**src/rtl/sram_seq_pkg.sv**
```systemverilog
// Shared types and cycle-count helpers for the SRAM access sequencer.
// Assumes all timing limits are non-negative nanosecond integers and the
// clock period is a positive picosecond integer.
package sram_seq_pkg;

    typedef enum logic [2:0] {
        ST_IDLE = 3'd0,
        ST_RD   = 3'd1,
        ST_WSET = 3'd2,
        ST_WPUL = 3'd3,
        ST_REC  = 3'd4
    } seq_state_t;

    // Round a nanosecond limit up to whole clock cycles, never below one.
    function automatic int ns_to_cyc(input int lim_ns, input int clk_ps);
        int c;
        c = (lim_ns * 1000 + clk_ps - 1) / clk_ps;
        return (c < 1) ? 1 : c;
    endfunction

    // Larger of two counts.
    function automatic int imax(input int a, input int b);
        return (a > b) ? a : b;
    endfunction

endpackage

```
**src/rtl/sram_wait_timer.sv**
```systemverilog
// Down counter that times the length of each sequencer phase.
// Loading N makes done rise N cycles later; load has priority over counting.
module sram_wait_timer #(
    parameter int CNT_W = 4
) (
    input  logic             clk,
    input  logic             rst_n,
    input  logic             load,
    input  logic [CNT_W-1:0] load_val,
    output logic             done
);

    logic [CNT_W-1:0] cnt_q;

    // Load a new phase length or count the current one down to zero.
    always_ff @(posedge clk) begin
        if (!rst_n) begin
            cnt_q <= '0;
        end else if (load) begin
            cnt_q <= load_val;
        end else if (cnt_q != '0) begin
            cnt_q <= cnt_q - 1'b1;
        end
    end

    assign done = (cnt_q == '0);

endmodule

```
**src/rtl/sram_seq_fsm.sv**
```systemverilog
// Phase sequencer: idle, read access, write setup, write pulse, recovery.
// Assumes the timer's done reflects a count loaded on the phase entry edge.
module sram_seq_fsm
    import sram_seq_pkg::*;
#(
    parameter int ACC_CYC = 2,
    parameter int WP_CYC  = 1,
    parameter int REC_CYC = 1,
    parameter int CNT_W   = 2
) (
    input  logic             clk,
    input  logic             rst_n,
    input  logic             accept,
    input  logic             acc_we,
    input  logic             tmr_done,
    output seq_state_t       state_q,
    output seq_state_t       state_d,
    output logic             tmr_load,
    output logic [CNT_W-1:0] tmr_val,
    output logic             capture
);

    localparam logic [CNT_W-1:0] ACC_LD = CNT_W'(ACC_CYC - 1);
    localparam logic [CNT_W-1:0] WP_LD  = CNT_W'(WP_CYC - 1);
    localparam logic [CNT_W-1:0] REC_LD = CNT_W'(REC_CYC - 1);

    // Choose the next phase and the length to load into the timer.
    always_comb begin
        state_d  = state_q;
        tmr_load = 1'b0;
        tmr_val  = '0;
        capture  = 1'b0;
        unique case (state_q)
            ST_IDLE: if (accept) begin
                state_d  = acc_we ? ST_WSET : ST_RD;
                tmr_load = 1'b1;
                tmr_val  = acc_we ? '0 : ACC_LD;
            end
            ST_RD: if (tmr_done) begin
                state_d  = ST_REC;
                capture  = 1'b1;
                tmr_load = 1'b1;
                tmr_val  = REC_LD;
            end
            ST_WSET: begin
                state_d  = ST_WPUL;
                tmr_load = 1'b1;
                tmr_val  = WP_LD;
            end
            ST_WPUL: if (tmr_done) begin
                state_d  = ST_REC;
                tmr_load = 1'b1;
                tmr_val  = REC_LD;
            end
            ST_REC: if (tmr_done) begin
                state_d = ST_IDLE;
            end
            default: state_d = ST_IDLE;
        endcase
    end

    // Phase register.
    always_ff @(posedge clk) begin
        if (!rst_n) state_q <= ST_IDLE;
        else        state_q <= state_d;
    end

endmodule

```
**src/rtl/sram_pin_drv.sv**
```systemverilog
// Registered RAM pin driver and read capture. Strobes are decoded from the
// next phase and flopped, so pins change only on clock edges and never glitch.
// Address and write byte are held from acceptance until the next request.
module sram_pin_drv
    import sram_seq_pkg::*;
#(
    parameter int ADDR_W = 15,
    parameter int DATA_W = 8
) (
    input  logic              clk,
    input  logic              rst_n,
    input  seq_state_t        state_d,
    input  logic              accept,
    input  logic [ADDR_W-1:0] acc_addr,
    input  logic [DATA_W-1:0] acc_wdata,
    input  logic              capture,
    input  logic [DATA_W-1:0] dq_in,
    output logic              cs_n,
    output logic              oe_n,
    output logic              wr_n,
    output logic [ADDR_W-1:0] addr,
    output logic [DATA_W-1:0] dq_out,
    output logic              dq_oe,
    output logic [DATA_W-1:0] rd_data,
    output logic              rd_valid
);

    // Strobes and drive enable follow the phase being entered.
    always_ff @(posedge clk) begin
        if (!rst_n) begin
            cs_n  <= 1'b1;
            oe_n  <= 1'b1;
            wr_n  <= 1'b1;
            dq_oe <= 1'b0;
        end else begin
            cs_n  <= !(state_d inside {ST_RD, ST_WSET, ST_WPUL});
            oe_n  <= (state_d != ST_RD);
            wr_n  <= (state_d != ST_WPUL);
            dq_oe <= (state_d inside {ST_WSET, ST_WPUL});
        end
    end

    // Request fields are sampled once, at acceptance.
    always_ff @(posedge clk) begin
        if (!rst_n) begin
            addr   <= '0;
            dq_out <= '0;
        end else if (accept) begin
            addr   <= acc_addr;
            dq_out <= acc_wdata;
        end
    end

    // Read byte capture and its one-cycle strobe.
    always_ff @(posedge clk) begin
        if (!rst_n) begin
            rd_data  <= '0;
            rd_valid <= 1'b0;
        end else begin
            rd_valid <= capture;
            if (capture) rd_data <= dq_in;
        end
    end

endmodule

```
**src/rtl/sram_seq_ctrl.sv**
```systemverilog
// Top of the asynchronous SRAM access sequencer. Converts one valid/ready
// request at a time into chip-select / output-enable / write-strobe phases
// whose lengths are nanosecond limits rounded up to clock cycles.
// Assumes the RAM data lines are merged from dq_out/dq_oe/dq_in at the pads.
module sram_seq_ctrl
    import sram_seq_pkg::*;
#(
    parameter int CLK_PS    = 10000,
    parameter int ADDR_W    = 15,
    parameter int DATA_W    = 8,
    parameter int T_ACC_NS  = 12,
    parameter int T_CYC_NS  = 12,
    parameter int T_WP_NS   = 8,
    parameter int T_DS_NS   = 8,
    parameter int T_AV_NS   = 10,
    parameter int T_REL_NS  = 7
) (
    input  logic              clk,
    input  logic              rst_n,
    input  logic              req_valid,
    output logic              req_ready,
    input  logic              req_we,
    input  logic [ADDR_W-1:0] req_addr,
    input  logic [DATA_W-1:0] req_wdata,
    output logic              rd_valid,
    output logic [DATA_W-1:0] rd_data,
    output logic              ram_cs_n,
    output logic              ram_oe_n,
    output logic              ram_wr_n,
    output logic [ADDR_W-1:0] ram_addr,
    output logic [DATA_W-1:0] ram_dq_out,
    output logic              ram_dq_oe,
    input  logic [DATA_W-1:0] ram_dq_in
);

    localparam int ACC_CYC = imax(ns_to_cyc(T_ACC_NS, CLK_PS), ns_to_cyc(T_CYC_NS, CLK_PS));
    localparam int WP_CYC  = imax(imax(ns_to_cyc(T_WP_NS, CLK_PS), ns_to_cyc(T_DS_NS, CLK_PS)),
                                  imax(ns_to_cyc(T_AV_NS, CLK_PS), ns_to_cyc(T_CYC_NS, CLK_PS) - 1));
    localparam int REC_CYC = ns_to_cyc(T_REL_NS, CLK_PS);
    localparam int MAX_CYC = imax(imax(ACC_CYC, WP_CYC), REC_CYC);
    localparam int CNT_W   = $clog2(MAX_CYC + 1);

    seq_state_t       state_q;
    seq_state_t       state_d;
    logic             accept;
    logic             tmr_load;
    logic [CNT_W-1:0] tmr_val;
    logic             tmr_done;
    logic             capture;

    assign req_ready = (state_q == ST_IDLE);
    assign accept    = req_valid && req_ready;

    sram_wait_timer #(.CNT_W(CNT_W)) u_timer (
        .clk      (clk),
        .rst_n    (rst_n),
        .load     (tmr_load),
        .load_val (tmr_val),
        .done     (tmr_done)
    );

    sram_seq_fsm #(
        .ACC_CYC (ACC_CYC),
        .WP_CYC  (WP_CYC),
        .REC_CYC (REC_CYC),
        .CNT_W   (CNT_W)
    ) u_fsm (
        .clk      (clk),
        .rst_n    (rst_n),
        .accept   (accept),
        .acc_we   (req_we),
        .tmr_done (tmr_done),
        .state_q  (state_q),
        .state_d  (state_d),
        .tmr_load (tmr_load),
        .tmr_val  (tmr_val),
        .capture  (capture)
    );

    sram_pin_drv #(.ADDR_W(ADDR_W), .DATA_W(DATA_W)) u_pins (
        .clk       (clk),
        .rst_n     (rst_n),
        .state_d   (state_d),
        .accept    (accept),
        .acc_addr  (req_addr),
        .acc_wdata (req_wdata),
        .capture   (capture),
        .dq_in     (ram_dq_in),
        .cs_n      (ram_cs_n),
        .oe_n      (ram_oe_n),
        .wr_n      (ram_wr_n),
        .addr      (ram_addr),
        .dq_out    (ram_dq_out),
        .dq_oe     (ram_dq_oe),
        .rd_data   (rd_data),
        .rd_valid  (rd_valid)
    );

endmodule

```
**config.mk**
```make
export PLATFORM = sky130hd
export DESIGN_NAME = sram_seq_ctrl
export DESIGN_NICKNAME = d
export VERILOG_FILES = /design/src/rtl/sram_seq_pkg.sv /design/src/rtl/sram_wait_timer.sv /design/src/rtl/sram_seq_fsm.sv /design/src/rtl/sram_pin_drv.sv /design/src/rtl/sram_seq_ctrl.sv
export SDC_FILE = /design/constraint.sdc
export NUM_CORES = 1
export LEC_CHECK = 0
export BUFFER_PORTS_ARGS = -buffer_cell sky130_fd_sc_hd__buf_4
export CAP_MARGIN = 10
export CORE_MARGIN = 3
export CORE_UTILIZATION = 50
export CTS_BUF_LIST = sky130_fd_sc_hd__clkbuf_16
export DETAILED_ROUTE_END_ITERATION = 12
export GPL_TIMING_DRIVEN = 0
export PLACE_DENSITY = 0.94
export SYNTH_ARGS = -nofsm -noshare
export SYNTH_HDL_FRONTEND = slang
export SYNTH_HIERARCHICAL = 1
export SYNTH_SLANG_ARGS = --single-unit
export TNS_END_PERCENT = 30
```
**constraint.sdc**
```tcl
create_clock -name clk -period 4.4 [get_ports clk]
set_input_delay 0.22 -clock clk [delete_from_list [all_inputs] [get_ports clk]]
set_output_delay 0.22 -clock clk [all_outputs]
set_load 0.03 [all_outputs]
```
# After elaboration in Yosys (flattened, before gate mapping)
# Index checks and enable logic that the tools add are counted.
dict set report op_classes {
  n_eq_ne 9
  addsub 1
  n_reduce_logical 9
  n_mux 14
}
# operator n
set ops {}
lappend ops {{$eq A3 B2 Y1 const B} 4}
lappend ops {{$pmux W3 S4} 1}
lappend ops {{$mux W2} 5}
lappend ops {{$mux W3} 3}
lappend ops {{$eq A3 B1 Y1 const B} 2}
lappend ops {{$reduce_bool A2 Y1} 3}
lappend ops {{$mux W1} 4}
lappend ops {{$eq A3 B3 Y1 const B} 1}
lappend ops {{$logic_not A3 Y1} 1}
lappend ops {{$ne A3 B1 Y1 const B} 1}
lappend ops {{$ne A3 B2 Y1 const B} 1}
lappend ops {{$pmux W1 S3} 1}
lappend ops {{$reduce_bool A3 Y1} 1}
lappend ops {{$logic_not A2 Y1} 1}
lappend ops {{$reduce_or A2 Y1} 1}
lappend ops {{$sub A2 B1 Y2 const B} 1}
lappend ops {{$logic_and A1 B1 Y1} 1}
lappend ops {{$logic_not A1 Y1} 1}
dict set report word_totals {
  reg_bits 41
}

# Longest topological paths before layout
# Gate-level depths: netlist (run 1).
dict set report depth {
  ltp_word 7
  mapped_depth 7
  mapped_depth_nobuf 6
}

# Modules after synthesis
# The synthesis (run 1) kept the hierarchy.
# mod instances cells_each area_per_inst_um2
set modules_own_cells {}
lappend modules_own_cells {sram_pin_drv 1 111 1331.3}
lappend modules_own_cells {sram_seq_fsm 1 25 206.4}
lappend modules_own_cells {sram_wait_timer 1 13 123.9}
lappend modules_own_cells {sram_seq_ctrl 1 2 20.0}

# Least setup slack after synthesis (run 1)
# OpenSTA, ideal clock, no wires.
dict set report synth_timing {
  kind {register to register}
  startpoint {reg u_timer.cnt_q[0]}
  endpoint {reg u_pins.dq_oe}
  arrival_ps 1458
  path_slack_ps 2827
  stages_incl_launch_ff 7
  setup_ps 115
  path_buffers 0
  cell_sequence {dfxtp_1 inv_1 ha_1 or4b_4 nand2_1 nor2b_1 and2_1}
}
dict set report synth_via {
  elab_chain_len 5
  word_cells_on_any_way 7
  cone_classes {eq/ne (2); mux (3); reduce/logical (2)}
}
# element line
set synth_rtl {}
lappend synth_rtl {{from (decl)} sram_wait_timer.sv:13} ;# logic [CNT_W-1:0] cnt_q;
lappend synth_rtl {{from (signal assigned)} sram_wait_timer.sv:20} ;# cnt_q <= load_val;
lappend synth_rtl {{from (signal assigned)} sram_wait_timer.sv:22} ;# cnt_q <= cnt_q - 1'b1;
lappend synth_rtl {{$logic_not A2 Y1 (*)} sram_wait_timer.sv:26} ;# assign done = (cnt_q == '0);
lappend synth_rtl {{via tmr_done} sram_seq_ctrl.sv:48} ;# logic tmr_done;
lappend synth_rtl {{$mux W3 (on tied branches)} {sram_seq_fsm.sv:55, sram_seq_fsm.sv:39, sram_seq_fsm.sv:50}}
lappend synth_rtl {{$pmux W3 S4 (*)} sram_seq_fsm.sv:33} ;# unique case (state_q)
lappend synth_rtl {{via state_d[2]} sram_seq_ctrl.sv:44} ;# seq_state_t state_d;
lappend synth_rtl {{$eq A3 B2 Y1} sram_pin_drv.sv:39} ;# dq_oe <= (state_d inside {ST_WSET, ST_WPUL});
lappend synth_rtl {{$reduce_bool A2 Y1 (*)} sram_pin_drv.sv:39}
lappend synth_rtl {{to (signal assigned)} sram_pin_drv.sv:39}
lappend synth_rtl {{to (decl)} sram_pin_drv.sv:23} ;# output logic dq_oe,
# Mark *: on every way through the listed nets, which the timed path passes. The rest lies on a longest branch.
# A chain may end at the register's enable or synchronous reset.

# Worst setup path in the final report (run 1)
# Ends and elaborated chain as after synthesis.

==> summary by stage, run 1 <==
Flow run
Across the run, the number of max-cap violations was 0.

Timing
In the finished design, the share of the clock period the worst path needs comes to 37.50%. Between clock sinks in the finished design, the worst skew comes to 0.002134 ns. The final count of pins violating max slew is 0. Setup repair after global routing left no endpoint under its margin. The hold violation total from the final report is 0. Timing would allow up to 606.1 MHz. The minimum clock period after layout is 1.650 ns. The total setup violations reported at the end of the flow is 0. After routing, the total negative slack on setup checks comes to 0 ns. The final setup slack of the worst path is 2.750 ns.

Critical path
The reg-to-reg endpoint is u_pins/dq_oe$_SDFF_PN0_. The beginning of the worst register-to-register path is u_timer/cnt_q[0]$_SDFFE_PN0P_. The destination of the critical timing path is u_pins/dq_oe$_SDFF_PN0_. The endpoint required time on the critical path is 4.57 ns. Walking the worst path, the cells encountered are inv_1 -> ha_1 -> or4b_4 -> nand2_1 -> nor2b_1 -> and2_1.

The critical path in this run is classified as reg2reg. The number of stages on the worst setup path is 6. The worst setup path is launched from a flip-flop.

Together, buffers and inverters on the worst path number 1. For this run, the slowest stage of the critical path takes 0.58 ns. The critical path starts at u_timer/cnt_q[0]$_SDFFE_PN0P_.

The critical path data arrival time is 1.82 ns. Of all nets on the critical path, the largest fanout is 8. Among all stages on the critical path, the largest delay is contributed by sky130_fd_sc_hd__or4b_4.

Counting cells, the worst reg-to-reg path comes to 6. The worst register-to-register path has a setup slack of 2.75 ns. The worst setup path is captured at a flip-flop. The kind of cell with the highest combined delay on the critical path is simple AND/OR/NAND/NOR gates.

Detailed routing
The remaining routing DRC violations is 0. The number of violations reported at the end of detailed-routing iteration 0 is 50. The via count is 1327.

Dividing the detail-routed via count by the number of cells gives 4.843. Before antenna repair, the detailed router went through 4 iterations. The remaining antenna violation count is 0.

After detailed routing, the average wire length per cell comes to 13.26 um. The routed wire length is 3.632 mm.

Placed design
The count of buffers added on input and output ports is 71. At the end of routability-driven placement, the weighted congestion stood at 0.7925. Prior to clock tree synthesis, the placed netlist has a worst setup slack of 2.755 ns.

Detailed placement finished with a half-perimeter wire length of 2.719 mm.

Clock tree
The clock sink total is 41. In this run the clock root is driven by a sky130_fd_sc_hd__clkbuf_16. Clock-pin slew was measured on the worst setup and hold paths at 0.06 ns. The number of gates resized after CTS was 0. The clock tree from TritonCTS is built. The maximum clock path buffer count is 2. The H-tree generated during clock tree synthesis spans 2 levels.

The clock latency reported for the late side of the worst-skew pair is 0.28 ns. The number of buffers created by CTS is 5. In this run the post-CTS setup repair buffer count came out at 0. Hold repair after CTS inserted 0 buffers.

Cells and area
Leaving out fill and tap cells, the most frequent cells in the layout are sky130_fd_sc_hd__buf_4, sky130_fd_sc_hd__dfxtp_1, sky130_fd_sc_hd__nor2b_1. The most common library cell in the layout ignoring fill and taps is sky130_fd_sc_hd__buf_4. The footprint of the flip-flops and latches is 820.8 um^2.

The layout overhead on the synthesized area is 44.64%. The share of layout cells above drive strength 1 is 38.70%. The antenna diode instance count is 0. The multi-input combinational cells in the finished layout cover a total of 760.7 um^2.

The number of nets in the layout is 265. The layout has 214 filler cells.

Floorplan
The die covers 4095 um^2. The chip height is 64.00 um. The number of top-level pins is 72. The total area inside the core boundary comes to 3128 um^2. The die is 64.00 um wide.

The effective utilization at floorplan is 53.76%. The floorplan has 20 rows.

Global route
The first global-routing pass estimated 6.189 mm of wire. The largest net degree at the start of global routing is 13. The number of antenna violations at the first check in global routing came to 0. The via count of the first global-routing pass is 1334.

For this run, the total global-route usage over all layers was measured as 19.38%. Summed over all layers, the global routing overflow is 0.

Synth
The number of nets in the synthesized netlist is 187. The post-synthesis instance area is 1682 um^2. The share of the yosys chip area belonging to registers is 48.81%. The synthesized design contains 41 register bits. The share of synthesized registers carrying an async set or reset is 0%. The number of unique standard cell types used by synthesis is 31. During synthesis, Yosys emitted a total of 6 warnings. The fraction of the mapped netlist area in simple logic gates is 20.91%. Counting flops with a built-in enable in the synthesized netlist gives 0. Summed over its instances, the top area cell type makes up 48.81% of the synthesized netlist area.

The xor and xnor area share after synthesis is 0.5208%. The cell count after synthesis is 151. The post-synthesis area per instance is 11.14 um^2.

The synthesized netlist devotes 4.390% of its cell area to compound gates. Among all flip-flop cells after synthesis, the most frequent one is sky130_fd_sc_hd__dfxtp_1. After synthesis, the cell types taking the most area are sky130_fd_sc_hd__dfxtp_1, sky130_fd_sc_hd__mux2i_1, sky130_fd_sc_hd__nor2b_1, sky130_fd_sc_hd__buf_12, sky130_fd_sc_hd__buf_6. sky130_fd_sc_hd__dfxtp_1 takes more of the synthesized area than any other cell.

Of the total synthesized cell area, the portion taken by full adders, half adders and majority gates is 0.7440%. The multiplexer area fraction after synthesis is 18.45%. The dominant combinational cell family by area after synthesis is simple AND/OR/NAND/NOR gates.

Pwr
For this design the ratio of total power to cell area is 607.3 nW/um^2. Across the VDD grid, the largest voltage drop is 363.8 uV. Overall power consumption after layout is estimated at 1477 uW. The leakage power is 0.001094 uW.

Worst hold path
The class of the tightest hold or removal check is in2reg.

Status
The flow ran to the end, and the final reports show no timing, DRC or antenna violations.
[final cells by class]
class | instances | share of cell area, %
clock buffers | 5 | 5.144
well taps | 44 | 2.263
multi-input cells | 98 | 31.28
plain buffers | 9 | 3.652
flip-flops and latches | 41 | 33.74
clock inverters | 3 | 1.543
repair buffers | 71 | 21.91
inverters | 3 | 0.4630
[worst min-delay path by stage]
stage	from	endpoint	depth (start not counted)
global placement	req_addr[10]	u_pins/addr[10]$_SDFFE_PN0P_	3
detailed placement	req_wdata[1]	u_pins/dq_out[1]$_SDFFE_PN0P_	3
finish	req_addr[13]	u_pins/addr[13]$_SDFFE_PN0P_	3
CTS	req_addr[13]	u_pins/addr[13]$_SDFFE_PN0P_	3
global route	req_addr[2]	u_pins/addr[2]$_SDFFE_PN0P_	3
floorplan	rst_n	u_pins/dq_out[7]$_SDFFE_PN0P_	1
[metrics by stage]
stage | hold slack, ns | utilization, % | area, um^2 | std cells
finish | 0.1998 | 77.76 | 2432 | 274
detailed placement | 0.4872 | 72.56 | 2270 | 266
global placement | 0.4760 | 72.56 | 2270 | 266
floorplan | 0.3482 | - | 1682 | 151
global route | 0.2093 | 77.76 | 2432 | 274
CTS | 0.1975 | 77.76 | 2432 | 274
[synth_stat cells, types with 2 or more instances]
| cell | number |
|---|---|
| sky130_fd_sc_hd__a211oi_1 | 2 |
| sky130_fd_sc_hd__a21oi_1 | 2 |
| sky130_fd_sc_hd__and2_1 | 2 |
| sky130_fd_sc_hd__buf_12 | 2 |
| sky130_fd_sc_hd__buf_4 | 2 |
| sky130_fd_sc_hd__buf_6 | 2 |
| sky130_fd_sc_hd__clkbuf_1 | 3 |
| sky130_fd_sc_hd__dfxtp_1 | 41 |
| sky130_fd_sc_hd__inv_1 | 3 |
| sky130_fd_sc_hd__mux2i_1 | 31 |
| sky130_fd_sc_hd__nand3_1 | 3 |
| sky130_fd_sc_hd__nand3b_1 | 3 |
| sky130_fd_sc_hd__nor2_1 | 2 |
| sky130_fd_sc_hd__nor2b_1 | 34 |
| sky130_fd_sc_hd__nor3_1 | 3 |
[report_power, final]
| part | internal (uW) | switching, uW | leakage [uW] |
|---|---|---|---|
| clock network | 263 | 133 | 0.0000826 |
| logic | 273 | 319 | 0.000675 |
| registers | 446 | 42.7 | 0.000336 |
| total | 982 | 495 | 0.00109 |
[layer usage]
metal,track usage (%),vias to the layer above,wire [um]
li1,-,665,-
met1,23.42,608,1520
met2,33.55,49,1830
met3,4.569,5,239
met4,6.469,0,42
met5,0,-,0
[cell families (layout without fill, tap and decap cells)]
kind of cell    count (synthesis)  in the layout
flops                          41             41
buf+inv                        12             91
fa+ha+maj                       1              1
simple gates                   54             54
xor+xnor                        1              1
mux                            31             31
other cells                     1              1
compound gates                 10             10
[registers in the layout (all words and copies together) (netlist names)]
| signal | cells |
|---|---|
| u_pins/addr | 15 |
| u_pins/dq_oe | 1 |
| u_timer/cnt_q | 2 |
| u_pins/cs_n | 1 |
| u_pins/oe_n | 1 |
| u_pins/wr_n | 1 |
| u_pins/dq_out | 8 |
| u_pins/rd_data | 8 |
| u_pins/rd_valid | 1 |
| u_fsm/state_q | 3 |
[worst register-to-register path: cells and delay by family, from the launching register on]
| kind | cells | cell delay [ns] |
|---|---|---|
| DFF | 1 | 0.34 |
| buffers and inverters | 1 | 0.05 |
| and+or+nand+nor | 4 | 0.88 |
| adders and majority gates | 1 | 0.29 |
No activity file was read; power rests on OpenSTA's default activity.
==> run 2: changes to the inputs <==
ABC_AREA = 1   (was unset)
CORE_UTILIZATION = 43   (was 50)
PLACE_DENSITY = 0.86   (was 0.94)
clock period = 1.3 ns   (was 4.4 ns; I/O delays follow)
==> run 2 against run 1 <==
Die area increased by 24%. Critical endpoint is now u_pins/rd_data[6]$_SDFFE_PN0P_. Final area increased by 13%. Final cell count increased by 49%. Power increased to 4.9 times the previous value. Fmax increased by 26%. Non-clock buffer count increased by 12. The run now ends with negative setup slack left. Sequential share of layout area decreased by 3.4 points. First-iteration DRC count increased by 52%.
==> summary by stage, run 2 <==
Timing
The final count of pins violating max slew was 0 (unchanged). The share of the clock period used by the worst path after layout is 100.9% (was 37.50%). The minimum clock period after layout is 1.311 ns (was 1.650 ns). The hold violation total from the final report is 0 (unchanged).

The total setup violations reported at the end of the flow is 2 (was 0). The final worst clock skew was 0.004334 ns (was 0.002134 ns). The final setup slack of the worst path is -0.01110 ns (was 2.750 ns). RSZ-0062 raised after global routing: yes (was no).

The maximum operating frequency is 762.7 MHz (was 606.1 MHz).

Synth
The cell count after synthesis is 271 (was 151). Synth top area cells: sky130_fd_sc_hd__dfxtp_1, sky130_fd_sc_hd__nand2_1, sky130_fd_sc_hd__nor2_1, sky130_fd_sc_hd__inv_1, sky130_fd_sc_hd__buf_6 (was sky130_fd_sc_hd__dfxtp_1, sky130_fd_sc_hd__mux2i_1, sky130_fd_sc_hd__nor2b_1, sky130_fd_sc_hd__buf_12, sky130_fd_sc_hd__buf_6). The most frequently used cell type in the post-synthesis netlist was sky130_fd_sc_hd__nand2_1 (was sky130_fd_sc_hd__dfxtp_1). The number of enable flip-flop cells after synthesis is 0 (unchanged). The share of the yosys chip area belonging to registers is 44.72% (was 48.81%). The post-synthesis area per instance is 6.773 um^2 (was 11.14 um^2). The share of the synthesized area in the top cell type is 44.72% (was 48.81%). The total of warnings raised by yosys was 6 (unchanged). The share of synthesized registers carrying an async set or reset is 0% (unchanged).

Commonest cells post-synth: sky130_fd_sc_hd__nand2_1, sky130_fd_sc_hd__nor2_1, sky130_fd_sc_hd__inv_1 (was sky130_fd_sc_hd__dfxtp_1, sky130_fd_sc_hd__nor2b_1, sky130_fd_sc_hd__mux2i_1). The primary flip-flop cell chosen by synthesis mapping is sky130_fd_sc_hd__dfxtp_1 (unchanged). The largest area contributor in the synthesized netlist is sky130_fd_sc_hd__dfxtp_1 (unchanged).

The post-synthesis sequential element count was 41 (unchanged). The number of unique standard cell types used by synthesis is 22 (was 31). The synthesized netlist net count came to 307 (was 187).

The post-synthesis instance area is 1836 um^2 (was 1682 um^2).

Clock tree
The clock sink total is 41 (unchanged). The number of buffers created by CTS is 5 (unchanged). The clock latency reported for the late side of the worst-skew pair is 0.27 ns (was 0.28 ns). The clock transition at the registers of the reported paths was 0.05 ns (was 0.06 ns). The clock tree root buffer cell is sky130_fd_sc_hd__clkbuf_16 (unchanged). The maximum clock path buffer count is 2 (unchanged). The number of H-tree levels is 2 (unchanged).

The clock tree from TritonCTS was built (unchanged).

Floorplan
The number of core rows is 23 (was 20). The effective utilization at floorplan was 45.24% (was 53.76%). The width of the chip is 71.34 um (was 64.00 um). The die outline area is 5089 um^2 (was 4095 um^2). The number of top-level pins came to 72 (unchanged). The chip height is 71.34 um (was 64.00 um). The core outline area came to 4058 um^2 (was 3128 um^2).

Global route
The total routing usage reported by global routing is 16.76% (was 19.38%). The total congestion overflow was 0 (unchanged). The via count of the first global-routing pass is 1593 (was 1334). The largest net degree at the start of global routing is 12 (was 13). The wire length of the first global-routing pass was 6.858 mm (was 6.189 mm).

The number of antenna violations at the first check in global routing was 0 (unchanged).

Critical path
The reg-to-reg endpoint is u_pins/rd_data[6]$_SDFFE_PN0P_ (was u_pins/dq_oe$_SDFF_PN0_). The maximum cell stage delay along the critical path is 0.32 ns (was 0.58 ns). The library cell contributing the largest single delay on the critical path is sky130_fd_sc_hd__dfxtp_2 (was sky130_fd_sc_hd__or4b_4). The kind of end point of the critical path is a flip-flop (unchanged). The beginning of the worst register-to-register path is u_timer/cnt_q[0]$_SDFFE_PN0P_ (unchanged). The critical path data arrival time came to 1.48 ns (was 1.82 ns).

The top fanout value on the critical path came to 10 (was 8). The startpoint of the worst setup timing path is u_timer/cnt_q[0]$_SDFFE_PN0P_ (unchanged). The kind of cell with the highest combined delay on the critical path is buffers and inverters (was simple AND/OR/NAND/NOR gates). The endpoint required time on the critical path is 1.47 ns (was 4.57 ns). The setup slack of the most critical reg-to-reg path came to -0.01 ns (was 2.75 ns). The critical path class was reg2reg (unchanged). The count of buffer and inverter cells on the critical path is 3 (was 1). Sequence of cells on the critical path: inv_2 -> ha_4 -> nand3_4 -> nor2_1 -> buf_4 -> buf_8 -> nand2_1 -> nand2_1 -> nor2_1 (was inv_1 -> ha_1 -> or4b_4 -> nand2_1 -> nor2b_1 -> and2_1). The type of element launching the critical path was a flip-flop (unchanged).

The depth of the worst register-to-register path is 9 (was 6).

Cells and area
The count of filler cells inserted in the layout is 356 (was 214). The count of placed standard cells in the final layout, fillers left out was 408 (was 274). The flip-flop count of the largest register after layout came to 15 (unchanged). The most common library cell in the layout ignoring fill and taps is sky130_fd_sc_hd__buf_4 (unchanged).

Leading registers by flop count: u_pins/addr (15), u_pins/dq_out (8), u_pins/rd_data (8) (unchanged). The share of layout cells above drive strength 1 came to 37.71% (was 38.70%). The antenna diode instance count is 0 (unchanged). The layout overhead on the synthesized area is 49.35% (was 44.64%). The register ranked first by flip-flop count was u_pins/addr (unchanged). The number of nets in the layout is 394 (was 265).

Leading cell types in the layout, fill and taps excluded: sky130_fd_sc_hd__buf_4, sky130_fd_sc_hd__nand2_1, sky130_fd_sc_hd__nor2_1 (was sky130_fd_sc_hd__buf_4, sky130_fd_sc_hd__dfxtp_1, sky130_fd_sc_hd__nor2b_1).

Worst hold path
The startpoint of the most critical hold path is rst_n (was req_addr[13]). The class of the tightest hold or removal check is in2reg (unchanged). The worst min-delay path endpoint is u_timer/cnt_q[1]$_SDFFE_PN0P_ (was u_pins/addr[13]$_SDFFE_PN0P_).

The hold path depth came to 3 (unchanged).

Pwr
The power per unit of standard cell area is 2628 nW/um^2 (was 607.3 nW/um^2). The leakage power is 0.001507 uW (was 0.001094 uW). The maximum resistive drop on vdd is 1912 uV (was 363.8 uV).

Detailed routing
The via count is 1800 (was 1327). The remaining routing DRC violations came to 0 (unchanged). The number of violations reported at the end of detailed-routing iteration 0 came to 76 (was 50). The detailed-route vias per instance is 4.412 (was 4.843).

The remaining antenna violation count is 0 (unchanged). The routed wire length is 4.228 mm (was 3.632 mm). The detail-routed net length per standard cell is 10.36 um (was 13.26 um). The iteration count of the initial detailed-routing pass is 4 (unchanged).

Placed design
The count of buffers inserted at the top-level ports is 71 (unchanged). The number of cells after detailed placement is 392 (was 266). The post-detailed-placement half-perimeter wirelength was 3.006 mm (was 2.719 mm). The placer's final routability congestion estimate is 0.8262 (was 0.7925). The pre-CTS setup slack is -0.1429 ns (was 2.755 ns).

Status
The checks that failed: negative setup slack. Run status: complete, but fails checks (was finished, final reports clean).

Flow run
The number of max-capacitance violations reported is 0 (unchanged).
-- run 2: cell count changes in the layout (fill, tap and decap cells not counted), sizes merged, moves of 3 or more --
cell and change:
nand2 +76, nor2 +69, inv +46, nor2b -34
mux2i -31, buf +14, nand3 +4, nand3b -3
-- run 2: worst min-delay path, stage by stage --
cell and delay (ns):
sky130_fd_sc_hd__buf_4 0.12, sky130_fd_sc_hd__o21ai_1 0.06, sky130_fd_sc_hd__a21oi_1 0.04
-- run 2: where the power goes --
group	total (uW)	leakage, uW	internal (uW)	switching [uW]
clock	1110	0.0000685	685	422
sequential	1980	0.000340	1740	232
combinational	4120	0.00110	1710	2420
-- run 2: metal layers --
layer | vias to the layer above | GRT usage (%) | part of all wire (%)
met5 | - | 0 | 0
met3 | 4 | 4.628 | 6.5
met2 | 47 | 30.00 | 53
met1 | 804 | 18.84 | 40
li1 | 945 | - | -
met4 | 0 | 6.263 | 0.76
-- run 2: cell families (layout without fill, tap and decap cells) --
kind of cell,after synthesis,in the layout,synth area share [%]
AND/OR/NAND/NOR,158,158,35.04
buffers and inverters,61,148,16.70
flip-flops,41,41,44.72
AO/OA/AOI/OAI,9,9,2.658
adder cells (fa/ha/maj),1,1,0.6816
other,1,1,0.2043
-- run 2: worst max-delay path by stage --
stage | endpoint | slack [ns] | cells past startpoint
2_1_floorplan | u_pins/rd_data[6]$_SDFFE_PN0P_ | 0.02 | 9
3_3_place_gp | u_pins/rd_data[6]$_SDFFE_PN0P_ | -0.10 | 9
3_5_place_dp | u_pins/rd_data[6]$_SDFFE_PN0P_ | -0.14 | 9
4_1_cts | u_pins/rd_data[6]$_SDFFE_PN0P_ | -0.007 | 9
5_1_grt | u_pins/dq_oe$_SDFF_PN0_ | -0.08 | 9
6_report | u_pins/rd_data[6]$_SDFFE_PN0P_ | -0.01 | 9
-- run 2: cell type report --
class	instances	area [um^2]	share of cell area (%)
Inverter	49	186.4	6.801
Clock buffer	5	125.1	4.564
Multi-Input combinational cell	169	772.0	28.16
Timing Repair Buffer	80	625.6	22.82
Tap cell	50	62.56	2.282
Buffer	12	130.1	4.747
Sequential cell	41	832.0	30.35
Clock inverter	2	7.507	0.2738
-- run 2: metrics by stage --
stage	area (um^2)	hold WS (ns)	power (uW)	util [%]	setup TNS, ns
after CTS	2676	0.05721	6985	65.96	-0.007475
after detailed placement	2436	0.3481	5518	60.04	-1.451
after global placement	2436	0.3474	5432	60.04	-1.025
final	2741	0.05850	7205	67.56	-0.01805
after global routing	2741	0.08735	7720	67.56	-1.500
after floorplan	1841	0.2034	4449	-	0
-- run 2: what timing repair did --
| item | 4_1_cts | 5_1_grt |
|---|---|---|
| endpoints found under the hold margin | 0 | 0 |
| setup endpoints to repair | 33 | 39 |
| hold buffers | 0 | 0 |
| gates resized for setup | 11 | 22 |
| pin swaps | 2 | 9 |
| setup buffers | 7 | 2 |
| gates cloned | 0 | 0 |
